<file path="config.mk">
export PLATFORM = sky130hd
export DESIGN_NAME = sdram_burst_seq
export DESIGN_NICKNAME = d
export VERILOG_FILES = /design/src/rtl/sdseq_pkg.sv /design/src/rtl/sdseq_refresh_timer.sv /design/src/rtl/sdseq_col_counter.sv /design/src/rtl/sdseq_datapath.sv /design/src/rtl/sdram_burst_seq.sv
export SDC_FILE = /design/constraint.sdc
export NUM_CORES = 1
export LEC_CHECK = 0
export BUFFER_PORTS_ARGS = -buffer_cell sky130_fd_sc_hd__buf_4
export CAP_MARGIN = 20
export CORE_MARGIN = 3
export CORE_UTILIZATION = 52
export DETAILED_ROUTE_END_ITERATION = 12
export PLACE_DENSITY = 0.78
export SYNTH_ARGS = -nofsm -noshare
export SYNTH_HDL_FRONTEND = slang
export SYNTH_SLANG_ARGS = --single-unit
export TNS_END_PERCENT = 50
</file>
<file path="constraint.sdc">
create_clock -name clk -period 2.4 [get_ports clk]
set_input_delay 0.36 -clock clk [delete_from_list [all_inputs] [get_ports clk]]
set_output_delay 0.36 -clock clk [all_outputs]
set_load 0.005 [all_outputs]
</file>
<file path="src/rtl/sdseq_pkg.sv">
package sdseq_pkg;

  typedef enum logic [2:0] {
    ST_IDLE,
    ST_ACT,
    ST_COL,
    ST_XFER,
    ST_REF
  } seq_state_e;

  typedef struct packed {
    logic cs_n;
    logic ras_n;
    logic cas_n;
    logic we_n;
  } sd_cmd_t;

  localparam sd_cmd_t CMD_DESEL = sd_cmd_t'(4'b1111);
  localparam sd_cmd_t CMD_ACT   = sd_cmd_t'(4'b0011);
  localparam sd_cmd_t CMD_READ  = sd_cmd_t'(4'b0101);
  localparam sd_cmd_t CMD_WRITE = sd_cmd_t'(4'b0100);
  localparam sd_cmd_t CMD_REF   = sd_cmd_t'(4'b0001);

endpackage

</file>
<file path="src/rtl/sdseq_refresh_timer.sv">
module sdseq_refresh_timer #(
  parameter int REF_INT = 780,
  parameter int ROW_W   = 13
) (
  input  logic             clk,
  input  logic             rst_n,
  input  logic             served,
  input  logic             row_adv,
  output logic             pending,
  output logic [ROW_W-1:0] ref_row
);
  localparam int CW = $clog2(REF_INT);

  logic [CW-1:0] cnt;
  logic          tick;

  assign tick = (cnt == CW'(REF_INT - 1));

  always_ff @(posedge clk or negedge rst_n) begin
    if (!rst_n) begin
      cnt     <= '0;
      pending <= 1'b0;
      ref_row <= '0;
    end else begin
      cnt <= tick ? '0 : cnt + CW'(1);
      if (served) pending <= 1'b0;
      if (tick)   pending <= 1'b1;
      if (row_adv) ref_row <= ref_row + ROW_W'(1);
    end
  end
endmodule

</file>
<file path="src/rtl/sdseq_col_counter.sv">
module sdseq_col_counter #(
  parameter int COL_W    = 9,
  parameter int BL_SHORT = 4,
  parameter int BL_LONG  = 8
) (
  input  logic             clk,
  input  logic             rst_n,
  input  logic             load,
  input  logic [COL_W-1:0] start_col,
  input  logic             long_sel,
  input  logic             step,
  output logic [COL_W-1:0] col
);
  localparam logic [COL_W-1:0] MASK_S = COL_W'(BL_SHORT - 1);
  localparam logic [COL_W-1:0] MASK_L = COL_W'(BL_LONG - 1);

  logic [COL_W-1:0] mask_q;

  always_ff @(posedge clk or negedge rst_n) begin
    if (!rst_n) begin
      col    <= '0;
      mask_q <= MASK_S;
    end else if (load) begin
      col    <= start_col;
      mask_q <= long_sel ? MASK_L : MASK_S;
    end else if (step) begin
      col <= (col & ~mask_q) | ((col + COL_W'(1)) & mask_q);
    end
  end
endmodule

</file>
<file path="src/rtl/sdseq_datapath.sv">
module sdseq_datapath #(
  parameter int DW = 16
) (
  input  logic          clk,
  input  logic          rst_n,
  input  logic          rd_beat,
  input  logic          wr_beat,
  input  logic [DW-1:0] sd_rdata,
  input  logic [DW-1:0] wr_data,
  output logic          rd_valid,
  output logic [DW-1:0] rd_data,
  output logic          sd_wdata_en,
  output logic [DW-1:0] sd_wdata
);
  always_ff @(posedge clk or negedge rst_n) begin
    if (!rst_n) begin
      rd_valid    <= 1'b0;
      rd_data     <= '0;
      sd_wdata_en <= 1'b0;
      sd_wdata    <= '0;
    end else begin
      rd_valid    <= rd_beat;
      sd_wdata_en <= wr_beat;
      if (rd_beat) rd_data  <= sd_rdata;
      if (wr_beat) sd_wdata <= wr_data;
    end
  end
endmodule

</file>
<file path="src/rtl/sdram_burst_seq.sv">
module sdram_burst_seq
  import sdseq_pkg::*;
#(
  parameter int ROW_W    = 13,
  parameter int COL_W    = 9,
  parameter int DW       = 16,
  parameter int CAS_LAT  = 4,
  parameter int BL_SHORT = 4,
  parameter int BL_LONG  = 8,
  parameter int REF_INT  = 780,
  parameter int TRFC     = 7
) (
  input  logic             clk,
  input  logic             rst_n,
  input  logic             req_valid,
  output logic             req_ready,
  input  logic [ROW_W-1:0] req_row,
  input  logic [COL_W-1:0] req_col,
  input  logic             req_write,
  input  logic             req_long,
  output logic             sd_cs_n,
  output logic             sd_ras_n,
  output logic             sd_cas_n,
  output logic             sd_we_n,
  output logic [ROW_W-1:0] sd_addr,
  input  logic [DW-1:0]    sd_rdata,
  output logic [DW-1:0]    sd_wdata,
  output logic             sd_wdata_en,
  output logic             xfer_strobe,
  output logic [COL_W-1:0] xfer_col,
  output logic             wr_ready,
  input  logic [DW-1:0]    wr_data,
  output logic             rd_valid,
  output logic [DW-1:0]    rd_data
);
  localparam int TW = $clog2(CAS_LAT + BL_LONG + TRFC + 1);

  seq_state_e       st;
  logic [TW-1:0]    tcnt;
  logic [TW-1:0]    last_t;
  logic [ROW_W-1:0] row_q;
  logic [COL_W-1:0] col_q;
  logic             wr_q;
  logic             long_q;
  logic             accept;
  logic             beat;
  logic             ref_pend;
  logic             ref_take;
  logic             ref_adv;
  logic [ROW_W-1:0] ref_row;
  sd_cmd_t          cmd;

  assign req_ready = (st == ST_IDLE) && !ref_pend;
  assign accept    = req_valid && req_ready;
  assign ref_take  = (st == ST_IDLE) && ref_pend;
  assign ref_adv   = (st == ST_REF) && (tcnt == '0);
  assign last_t    = TW'(CAS_LAT) + (long_q ? TW'(BL_LONG) : TW'(BL_SHORT)) - TW'(1);
  assign beat      = (st == ST_XFER) && (tcnt >= TW'(CAS_LAT));

  always_ff @(posedge clk or negedge rst_n) begin
    if (!rst_n) begin
      st     <= ST_IDLE;
      tcnt   <= '0;
      row_q  <= '0;
      col_q  <= '0;
      wr_q   <= 1'b0;
      long_q <= 1'b0;
    end else begin
      unique case (st)
        ST_IDLE: begin
          tcnt <= '0;
          if (ref_pend) begin
            st <= ST_REF;
          end else if (accept) begin
            st     <= ST_ACT;
            row_q  <= req_row;
            col_q  <= req_col;
            wr_q   <= req_write;
            long_q <= req_long;
          end
        end
        ST_ACT: st <= ST_COL;
        ST_COL: begin
          st   <= ST_XFER;
          tcnt <= TW'(1);
        end
        ST_XFER: begin
          if (tcnt == last_t) st <= ST_IDLE;
          else                tcnt <= tcnt + TW'(1);
        end
        ST_REF: begin
          if (tcnt == TW'(TRFC - 1)) st <= ST_IDLE;
          else                       tcnt <= tcnt + TW'(1);
        end
        default: st <= ST_IDLE;
      endcase
    end
  end

  always_comb begin
    cmd     = CMD_DESEL;
    sd_addr = '0;
    case (st)
      ST_ACT: begin
        cmd     = CMD_ACT;
        sd_addr = row_q;
      end
      ST_COL: begin
        cmd     = wr_q ? CMD_WRITE : CMD_READ;
        sd_addr = ROW_W'(col_q);
      end
      ST_REF: begin
        if (tcnt == '0) begin
          cmd     = CMD_REF;
          sd_addr = ref_row;
        end
      end
      default: ;
    endcase
  end

  assign sd_cs_n     = cmd.cs_n;
  assign sd_ras_n    = cmd.ras_n;
  assign sd_cas_n    = cmd.cas_n;
  assign sd_we_n     = cmd.we_n;
  assign xfer_strobe = beat;
  assign wr_ready    = beat && wr_q;

  sdseq_refresh_timer #(.REF_INT(REF_INT), .ROW_W(ROW_W)) u_ref (
    .clk     (clk),
    .rst_n   (rst_n),
    .served  (ref_take),
    .row_adv (ref_adv),
    .pending (ref_pend),
    .ref_row (ref_row)
  );

  sdseq_col_counter #(.COL_W(COL_W), .BL_SHORT(BL_SHORT), .BL_LONG(BL_LONG)) u_col (
    .clk       (clk),
    .rst_n     (rst_n),
    .load      (accept),
    .start_col (req_col),
    .long_sel  (req_long),
    .step      (beat),
    .col       (xfer_col)
  );

  sdseq_datapath #(.DW(DW)) u_dp (
    .clk         (clk),
    .rst_n       (rst_n),
    .rd_beat     (beat && !wr_q),
    .wr_beat     (beat && wr_q),
    .sd_rdata    (sd_rdata),
    .wr_data     (wr_data),
    .rd_valid    (rd_valid),
    .rd_data     (rd_data),
    .sd_wdata_en (sd_wdata_en),
    .sd_wdata    (sd_wdata)
  );
endmodule

</file>
==> impl_metrics.json, run 1 <==
{
  "grt_usage_pct": 20.5,
  "critPathKind": "reg -> out",
  "design.core.area_um2": 7970,
  "ys.flop_type": "dfrtp_1",
  "grt_pass1_vias": 3281,
  "synth_edf_count": 0,
  "tightest_slew_ns": 0.598,
  "timing.final.crit_period_ns": 2.24,
  "ios": 122,
  "grt-busiest-layer": "met2",
  "die-area_um2": 9610,
  "htreeDepth": 3,
  "post_drt_wl_per_cell_um": 15.8,
  "synth_nets": 462,
  "intPower_uw": 4150,
  "fin_setup_tns_ns": 0,
  "worstHoldPathType": "in -> async",
  "fillerInstances": 581,
  "cts.sinks": 100,
  "antenna_found_initial": 0,
  "antenna_left": 0,
  "initial_core_util_pct": 55.3,
  "outcome": "finished, violations left",
  "swShare_pct": 33.0,
  "viasPerCell": 5.31,
  "worstPathRequired_ns": 2.04,
  "setup_violations": 0,
  "max_freq_mhz": 446,
  "cts_buffer_depth": 2,
  "p_leak_uw": 0.00288,
  "met2_usage_pct": 32.1,
  "power_density_nw_per_um2": 1100,
  "drv_slew": 0,
  "regArea_um2": 2500,
  "p_clk_share_pct": 16.2,
  "violations": "hold timing",
  "n_antenna_cell": 0,
  "peakVddDrop_mv": 0.458,
  "ys_types": 47,
  "period_share_pct": 93.4,
  "final_hold_viol_count": 5,
  "grtUsageMet3_pct": 3.86,
  "p_comb_share_pct": 39.6,
  "endpoint_kind": "primary output",
  "drc": 0,
  "synthCells": 397,
  "syn_to_final_growth_pct": 27.7,
  "start_kind": "register",
  "dp_hpwl_mm": 7.34,
  "cts_tree": "built",
  "place.gp.congestion": 0.895,
  "chipWidth_um": 98.0,
  "via_count": 3345,
  "final_area_um2": 5620,
  "root_buffer": "clkbuf_8",
  "hold_ws_ns": -0.00280,
  "dr.first_iter.drc_count": 254,
  "grtUsageMet1_pct": 29.4,
  "rsz0062_at_grt": "false",
  "nNetsFinal": 588,
  "io_buffers": 121,
  "seqPwrFrac_pct": 44.2,
  "path_max_fanout": 13,
  "switching_power_uw": 2040,
  "gr-total-overflow": 0,
  "post_dp_cell_area_um2": 5430,
  "num_rows": 32,
  "drive_gt1_share_pct": 36.4,
  "routed_wl_mm": 9.95,
  "die_h_um": 98.0,
  "numCtsBuffers": 9,
  "first_pass_iters": 5,
  "drv_cap": 0,
  "syn_avg_cell_area_um2": 11.1,
  "grt_max_degree": 48,
  "ys_async_sr_fraction_pct": 100,
  "fin_skew_ns": 0.0103,
  "yosysSeqAreaShare_pct": 56.8,
  "clk_pin_slew_worst_paths_ns": 0.10,
  "slew_headroom_pct": 60.1,
  "crit_arrival_ns": 1.88,
  "grt_pass1_wl_mm": 16.1,
  "yosysWarnings": 0,
  "yosys_register_bits": 100,
  "syn_area_um2": 4400,
  "clock_latency_ns": 0.36,
  "multi_input_area_um2": 1730
}
kinds of logic after synthesis:
logic type      after synthesis  share of synthesized area, %
simple gates                163                          17.3
flops                       100                          56.8
mux                          37                          9.57
buf+inv                      35                          4.09
compound gates               34                          6.11
xor+xnor                     22                          4.37
fa+ha+maj                     6                          1.70
cell usage after synthesis (all sizes together), types with 6 or more instances:
cell	count	area, µm²
mux2	35	402
inv	17	63.8
nor3	7	57.6
nor2	13	56.3
nand2b	7	43.8
nand2	102	385
a222oi	9	90.1
ha	6	75.1
nand4	8	50.1
nand3	8	40.0
dfrtp	100	2500
xnor2	17	149
a22o	6	52.6
buf	13	96.3
power by group through the flow:
stage	Clock, µW	Sequential [µW]	Combinational [µW]
after detailed placement	0	2760	2470
after CTS	1020	2730	2470
after global placement	0	2730	2380
final	1010	2740	2450
after floorplan	0	2660	1400
after global routing	1100	2810	2680
repair_timing:
item / CTS / global route
hold buffers: 0 / 0
setup endpoints to repair: 13 / 10
resized for setup: 1 / 4
hold endpoints to repair: 0 / 0
setup buffers: 0 / 0
critical path: stages, from the launching register on:
cell	delay, ns
dfrtp_2	0.50
nand2b_1	0.21
nor2_1	0.06
buf_4	0.18
a222oi_1	0.35
inv_1	0.08
buf_4	0.14
area by class of cell:
| class | count | area share (%) |
|---|---|---|
| flip-flops and latches | 100 | 44.5 |
| multi-input cells | 262 | 30.8 |
| repair buffers | 133 | 18.0 |
| clock buffers | 11 | 2.51 |
| well taps | 102 | 2.27 |
| inverters | 17 | 1.13 |
| clock inverters | 5 | 0.801 |
worst paths after layout:
kind / from / end / slack, ns / depth (start not counted)
worst max-delay path: st[2] / sd_addr[6] / 0.16 / 6
max in group asynchronous: rst_n / u_dp.rd_data[12] / 1.75 / 2
worst min register to register: u_col.mask_q[2] / u_col.mask_q[2] / 0.49 / 2
worst max register to register: tcnt[2] / tcnt[0] / 0.48 / 4
min in group clk: req_row[7] / row_q[7] / 0.19 / 3
worst min-delay path: rst_n / u_col.col[3] / -0.003 / 1
registers in the layout, summed over array words and instances, names as in the netlist, 3 cells and up, named ones only:
register and count:
u_dp.rd_data 16, tcnt 5, row_q 13, u_ref.cnt 10, u_ref.ref_row 13, st 3
col_q 9, u_dp.sd_wdata 16, u_col.col 8
per-stage QoR:
| step | util [%] | setup slack, ns | hold slack, ns | total power [µW] | instances |
|---|---|---|---|---|---|
| 2_1_floorplan | - | 0.556 | 0.0644 | 4060 | 397 |
| 5_1_grt | 70.6 | 0.00759 | 0.0307 | 6590 | 630 |
| 4_1_cts | 70.5 | 0.0368 | 0.0125 | 6220 | 630 |
| 6_report | 70.6 | 0.159 | -0.00280 | 6190 | 630 |
| 3_5_place_dp | 68.1 | 0.347 | 0.401 | 5230 | 614 |
| 3_3_place_gp | 68.1 | 0.414 | 0.401 | 5110 | 614 |
cells in the final DEF, fill, tap and decap left out, types with 4 or more instances in the layout:
| cell type | synthesis | routed |
|---|---|---|
| inv_1 | 17 | 17 |
| mux2_2 | 32 | 32 |
| clkbuf_8 | 0 | 10 |
| nor2_1 | 12 | 12 |
| o21ai_0 | 5 | 5 |
| xnor2_1 | 17 | 17 |
| dfrtp_1 | 100 | 98 |
| buf_4 | 5 | 132 |
| ha_1 | 6 | 6 |
| nand2b_1 | 7 | 7 |
| nand2_1 | 101 | 101 |
| nor3_1 | 5 | 5 |
| a22o_1 | 6 | 6 |
| nand3_1 | 8 | 8 |
| a222oi_1 | 9 | 9 |
| xor2_1 | 5 | 5 |
| a21oi_1 | 4 | 4 |
| nand4_1 | 8 | 8 |
| and3_1 | 5 | 5 |
layer usage:
| metal | part of all wire [%] | vias up |
|---|---|---|
| li1 | - | 1596 |
| met1 | 45 | 1609 |
| met2 | 47 | 131 |
| met3 | 6.8 | 9 |
| met4 | 0.92 | 0 |
| met5 | 0 | - |
Power figures use the tool's default switching activity.
==> inputs of run 2 (changes only) <==
- PLACE_DENSITY: 0.78 -> not set
- PLACE_DENSITY_LB_ADDON: not set -> 0.08
==> run 2 against run 1 <==
Compared with the run above: the run now ends clean; sequential cell count unchanged; register-to-register slack got worse by 0.02 ns; critical path depth unchanged; maximum frequency about the same; worst setup slack got worse by 0.0016 ns; clock power increased by 4%; clock-buffer cell count decreased by 2; cell area increased by 0.22%; critical path type unchanged; largest cell class unchanged.
==> impl_metrics.json, run 2 (synthesized netlist as in run 1, its figures left out) <==
{
  "dp_hpwl_mm": 7.25,
  "rsz0062_at_grt": "false",
  "crit_chain": "nand2b_1 > nor2_1 > buf_4 > a222oi_1 > inv_1 > buf_4",
  "worstHoldPathType": "in -> reg",
  "root_buffer": "clkbuf_8",
  "via_count": 3324,
  "start_kind": "register",
  "cts.sinks": 100,
  "cpMaxStageDelayCell": "dfrtp_2",
  "power_density_nw_per_um2": 1110,
  "antenna_left": 0,
  "fin_skew_ns": 0.0139,
  "endpoint_kind": "primary output",
  "cts_tree": "built",
  "n_antenna_cell": 0,
  "antenna_found_initial": 0,
  "final_cell_mix": "129 x buf_4, 101 x nand2_1, 97 x dfrtp_1, 32 x mux2_2, 17 x xnor2_1",
  "critPathLaunch": "st[2]",
  "drc": 0,
  "peakVddDrop_mv": 0.596,
  "num_rows": 32,
  "io_buffers": 121,
  "dr.first_iter.drc_count": 174,
  "slew_headroom_pct": 47.6,
  "nNetsFinal": 587,
  "chipWidth_um": 98.0,
  "p_leak_uw": 0.00288,
  "worstPathRequired_ns": 2.04,
  "path_max_fanout": 13,
  "routed_wl_mm": 10.0,
  "timing.final.crit_period_ns": 2.24,
  "clock_latency_ns": 0.37,
  "max_freq_mhz": 446,
  "syn_to_final_growth_pct": 28.0,
  "numCtsBuffers": 9,
  "design.core.area_um2": 7970,
  "htreeDepth": 3,
  "final_hold_viol_count": 0,
  "crit_buf_inv": 3,
  "clk_pin_slew_worst_paths_ns": 0.10,
  "grt_max_degree": 45,
  "ios": 122,
  "fin_setup_tns_ns": 0,
  "tightest_slew_ns": 0.786,
  "drv_slew": 0,
  "cts_buffer_depth": 2,
  "grt_pass1_wl_mm": 16.5,
  "grt_usage_pct": 21.4,
  "drive_gt1_share_pct": 36.6,
  "outcome": "complete, no violations",
  "period_share_pct": 93.4,
  "fillerInstances": 624,
  "die_h_um": 98.0,
  "viasPerCell": 5.28,
  "crit_top_cell": "buf_4",
  "setup_violations": 0,
  "place.gp.congestion": 0.854,
  "grt_pass1_vias": 3217,
  "die-area_um2": 9610,
  "first_pass_iters": 7,
  "initial_core_util_pct": 55.3,
  "layout_commonest_cell": "buf_4",
  "min_from": "req_row[11]",
  "post_drt_wl_per_cell_um": 15.9,
  "gr-total-overflow": 0,
  "drv_cap": 0,
  "crit_family": "flip-flops",
  "critical_path.max_stage_delay_ns": 0.49,
  "critPathKind": "reg -> out",
  "r2r_start": "tcnt[2]",
  "crit_arrival_ns": 1.88,
  "biggestRegsByFlops": "u_dp.rd_data (16), u_dp.sd_wdata (16)",
  "hold_ws_ns": 0.176
}
run 2: cell types whose count changed in the layout (fill, tap and decap cells not counted), sizes merged:
cell,delta
clkbuf,-2
buf,-2
inv,+2
dlygate4sd3,+1
run 2: layout make-up:
| class | count | area (µm²) | area share, % |
|---|---|---|---|
| timing repair buffer | 132 | 1020 | 18.1 |
| clock inverter | 7 | 66.3 | 1.18 |
| tap | 102 | 128 | 2.26 |
| inverter | 17 | 63.8 | 1.13 |
| clock buffer | 9 | 124 | 2.20 |
| sequential | 100 | 2510 | 44.5 |
| multi-input combinational | 262 | 1730 | 30.7 |
run 2: repair_timing:
item,CTS,global route
endpoints found under the setup margin,0,11
resized for setup,0,9
hold buffers,1,0
endpoints found under the hold margin,15,0
setup buffers,0,1
run 2: per-layer routing:
layer / GRT usage [%] / part of all wire [%] / vias up
met2: 31.8 / 45 / 128
met4: 6.50 / 1.4 / 0
met1: 31.6 / 46 / 1581
met5: 0 / 0 / -
li1: - / - / 1599
met3: 5.00 / 7.0 / 16
run 2: power breakdown:
| part | switching, µW | internal [µW] |
|---|---|---|
| combinational | 1040 | 1430 |
| clock | 643 | 406 |
| sequential | 420 | 2310 |
run 2: tightest hold or removal path, stage by stage:
cell     delay (ns)
buf_4          0.08
nand2_1        0.04
nand2_1        0.05
run 2: final timing paths:
check	to	slack, ns	cells after the start
worst max-delay path	sd_addr[2]	0.16	6
worst min-delay path	row_q[11]	0.18	3
worst max register to register	tcnt[0]	0.46	4
worst min register to register	row_q[10]	0.49	2
max in group asynchronous	u_dp.rd_data[8]	1.18	3
min in group asynchronous	u_dp.rd_data[11]	0.52	2
run 2: metrics by stage:
step / power [µW] / instances / worst slack (ns) / util [%] / area, µm²
after floorplan: 4060 / 397 / 0.556 / - / 4400
after global placement: 5130 / 611 / 0.496 / 67.8 / 5400
after detailed placement: 5220 / 611 / 0.409 / 67.8 / 5400
after CTS: 6270 / 628 / 0.00937 / 70.3 / 5600
after global routing: 6670 / 629 / 0.0270 / 70.7 / 5640
final: 6240 / 629 / 0.157 / 70.7 / 5640
==> inputs of run 3 (changes only) <==
- CORE_UTILIZATION: 52 -> 50
- CTS_CLUSTER_SIZE: not set -> 20
==> run 3 against run 2 <==
Compared with the run above: core utilization is 3.1 points lower; register-to-register slack better by 0.04 ns; final cell count is 0.64% higher; sequential cell count stayed put; clock skew is 0.0034 ns lower; hold slack better by 0.0087 ns; critical path type unchanged; largest power group unchanged.
==> impl_metrics.json, run 3 (synthesized netlist as in run 1, its figures left out) <==
{
  "final_cell_mix": "130 x buf_4, 101 x nand2_1, 98 x dfrtp_1, 32 x mux2_2",
  "reg2reg_to": "tcnt[0]",
  "cts.sinks": 100,
  "dp.cells": 615,
  "cts_tree": "built",
  "die-area_um2": 9970,
  "critPathKind": "reg -> out",
  "final_area_um2": 5670,
  "worstHoldPathType": "in -> reg",
  "slew_headroom_pct": 66.4,
  "hold_ws_ns": 0.185,
  "hold-path-cell-count": 3,
  "first_pass_iters": 6,
  "endpoint_kind": "primary output",
  "cts_buffer_depth": 2,
  "reg2regPathDepth": 4,
  "clock_latency_ns": 0.36,
  "finalPower_uw": 6280,
  "syn_to_final_growth_pct": 28.8,
  "grt_max_degree": 63,
  "design.core.area_um2": 8380,
  "gr-total-overflow": 0,
  "power_density_nw_per_um2": 1110,
  "crit_arrival_ns": 1.89,
  "layout_commonest_cell": "buf_4",
  "dp_hpwl_mm": 7.01,
  "num_rows": 33,
  "io_buffers": 121,
  "initial_core_util_pct": 52.5,
  "drv_cap": 0,
  "worstPathRequired_ns": 2.04,
  "nNetsFinal": 588,
  "ios": 122,
  "r2r_start": "tcnt[2]",
  "htreeDepth": 3,
  "hold_end": "row_q[9]",
  "post_dp_cell_area_um2": 5420,
  "reg2reg_setup_slack_ns": 0.50,
  "setup_violations": 0,
  "period_share_pct": 94.0,
  "routed_wl_mm": 9.56,
  "timing.final.crit_period_ns": 2.25,
  "die_h_um": 99.9,
  "antenna_left": 0,
  "rsz0062_at_grt": "true",
  "min_from": "req_row[9]",
  "drc": 0,
  "grt_pass1_wl_mm": 15.6,
  "n_antenna_cell": 0,
  "final_hold_viol_count": 0,
  "peakVddDrop_mv": 0.458,
  "post_drt_wl_per_cell_um": 15.1,
  "grt_pass1_vias": 3255,
  "biggestRegsByFlops": "u_dp.rd_data (16), u_dp.sd_wdata (16)",
  "place.gp.congestion": 0.852,
  "fin_setup_tns_ns": 0,
  "start_kind": "register",
  "via_count": 3289,
  "viasPerCell": 5.20,
  "numCtsBuffers": 9,
  "drive_gt1_share_pct": 36.6,
  "antenna_found_initial": 0,
  "instances_no_fill": 633,
  "max_freq_mhz": 443,
  "drv_slew": 0,
  "dr.first_iter.drc_count": 164,
  "tightest_slew_ns": 0.504,
  "clk_pin_slew_worst_paths_ns": 0.10,
  "fin_skew_ns": 0.0105,
  "root_buffer": "clkbuf_8",
  "grt_usage_pct": 19.6,
  "outcome": "complete, no violations",
  "path_max_fanout": 13,
  "chipWidth_um": 99.9,
  "p_leak_uw": 0.00289
}
==> run 3: how the worst max path moves through the flow <==
stage / end / depth (start not counted) / slack [ns] / from
global route: sd_addr[1] / 6 / -0.005 / st[2]
floorplan: sd_addr[7] / 7 / 0.56 / tcnt[2]
CTS: wr_ready / 5 / 0.04 / st[2]
detailed placement: wr_ready / 5 / 0.44 / st[2]
global placement: wr_ready / 5 / 0.50 / st[2]
finish: sd_addr[0] / 6 / 0.15 / st[2]
==> run 3: metal layers <==
layer	wire length, µm	track usage (%)	share of wire, %	up-vias
met1	4290	27.7	45	1570
met2	4520	30.9	47	110
met3	635	3.41	6.6	11
li1	-	-	-	1598
met4	122	6.30	1.3	0
met5	0	0	0	-
==> run 3: area by class of cell <==
type	count	area, µm²
Clock buffer	10	138
Multi-Input combinational cell	262	1730
Fill cell	690	2710
Inverter	17	63.8
Tap cell	105	131
Sequential cell	100	2500
Clock inverter	6	72.6
Timing Repair Buffer	133	1030
==> run 3: what timing repair did <==
| action | CTS | global route |
|---|---|---|
| setup buffers | 0 | 1 |
| setup endpoints to repair | 0 | 11 |
| hold endpoints to repair | 38 | 0 |
| hold buffers | 1 | 0 |
| resized for setup | 0 | 7 |
==> run 3: per-stage QoR <==
step                      utilization (%)  worst slack (ns)
after floorplan                         -             0.556
after global placement               64.7             0.498
after detailed placement             64.7             0.442
after CTS                            67.3            0.0428
after global routing                 67.7          -0.00530
final                                67.7             0.145
==> run 3: where the power goes <==
part / internal (µW) / switching, µW / leakage, µW
logic: 1440 / 1030 / 0.00155
registers: 2310 / 408 / 0.00124
clock network: 520 / 587 / 0.000103
==> run 3: critical path: stages, from the launching register on <==
cell	delay (ns)
dfrtp_2	0.49
nand2b_1	0.21
nor2_1	0.06
buf_4	0.18
a222oi_1	0.39
inv_1	0.07
buf_4	0.14
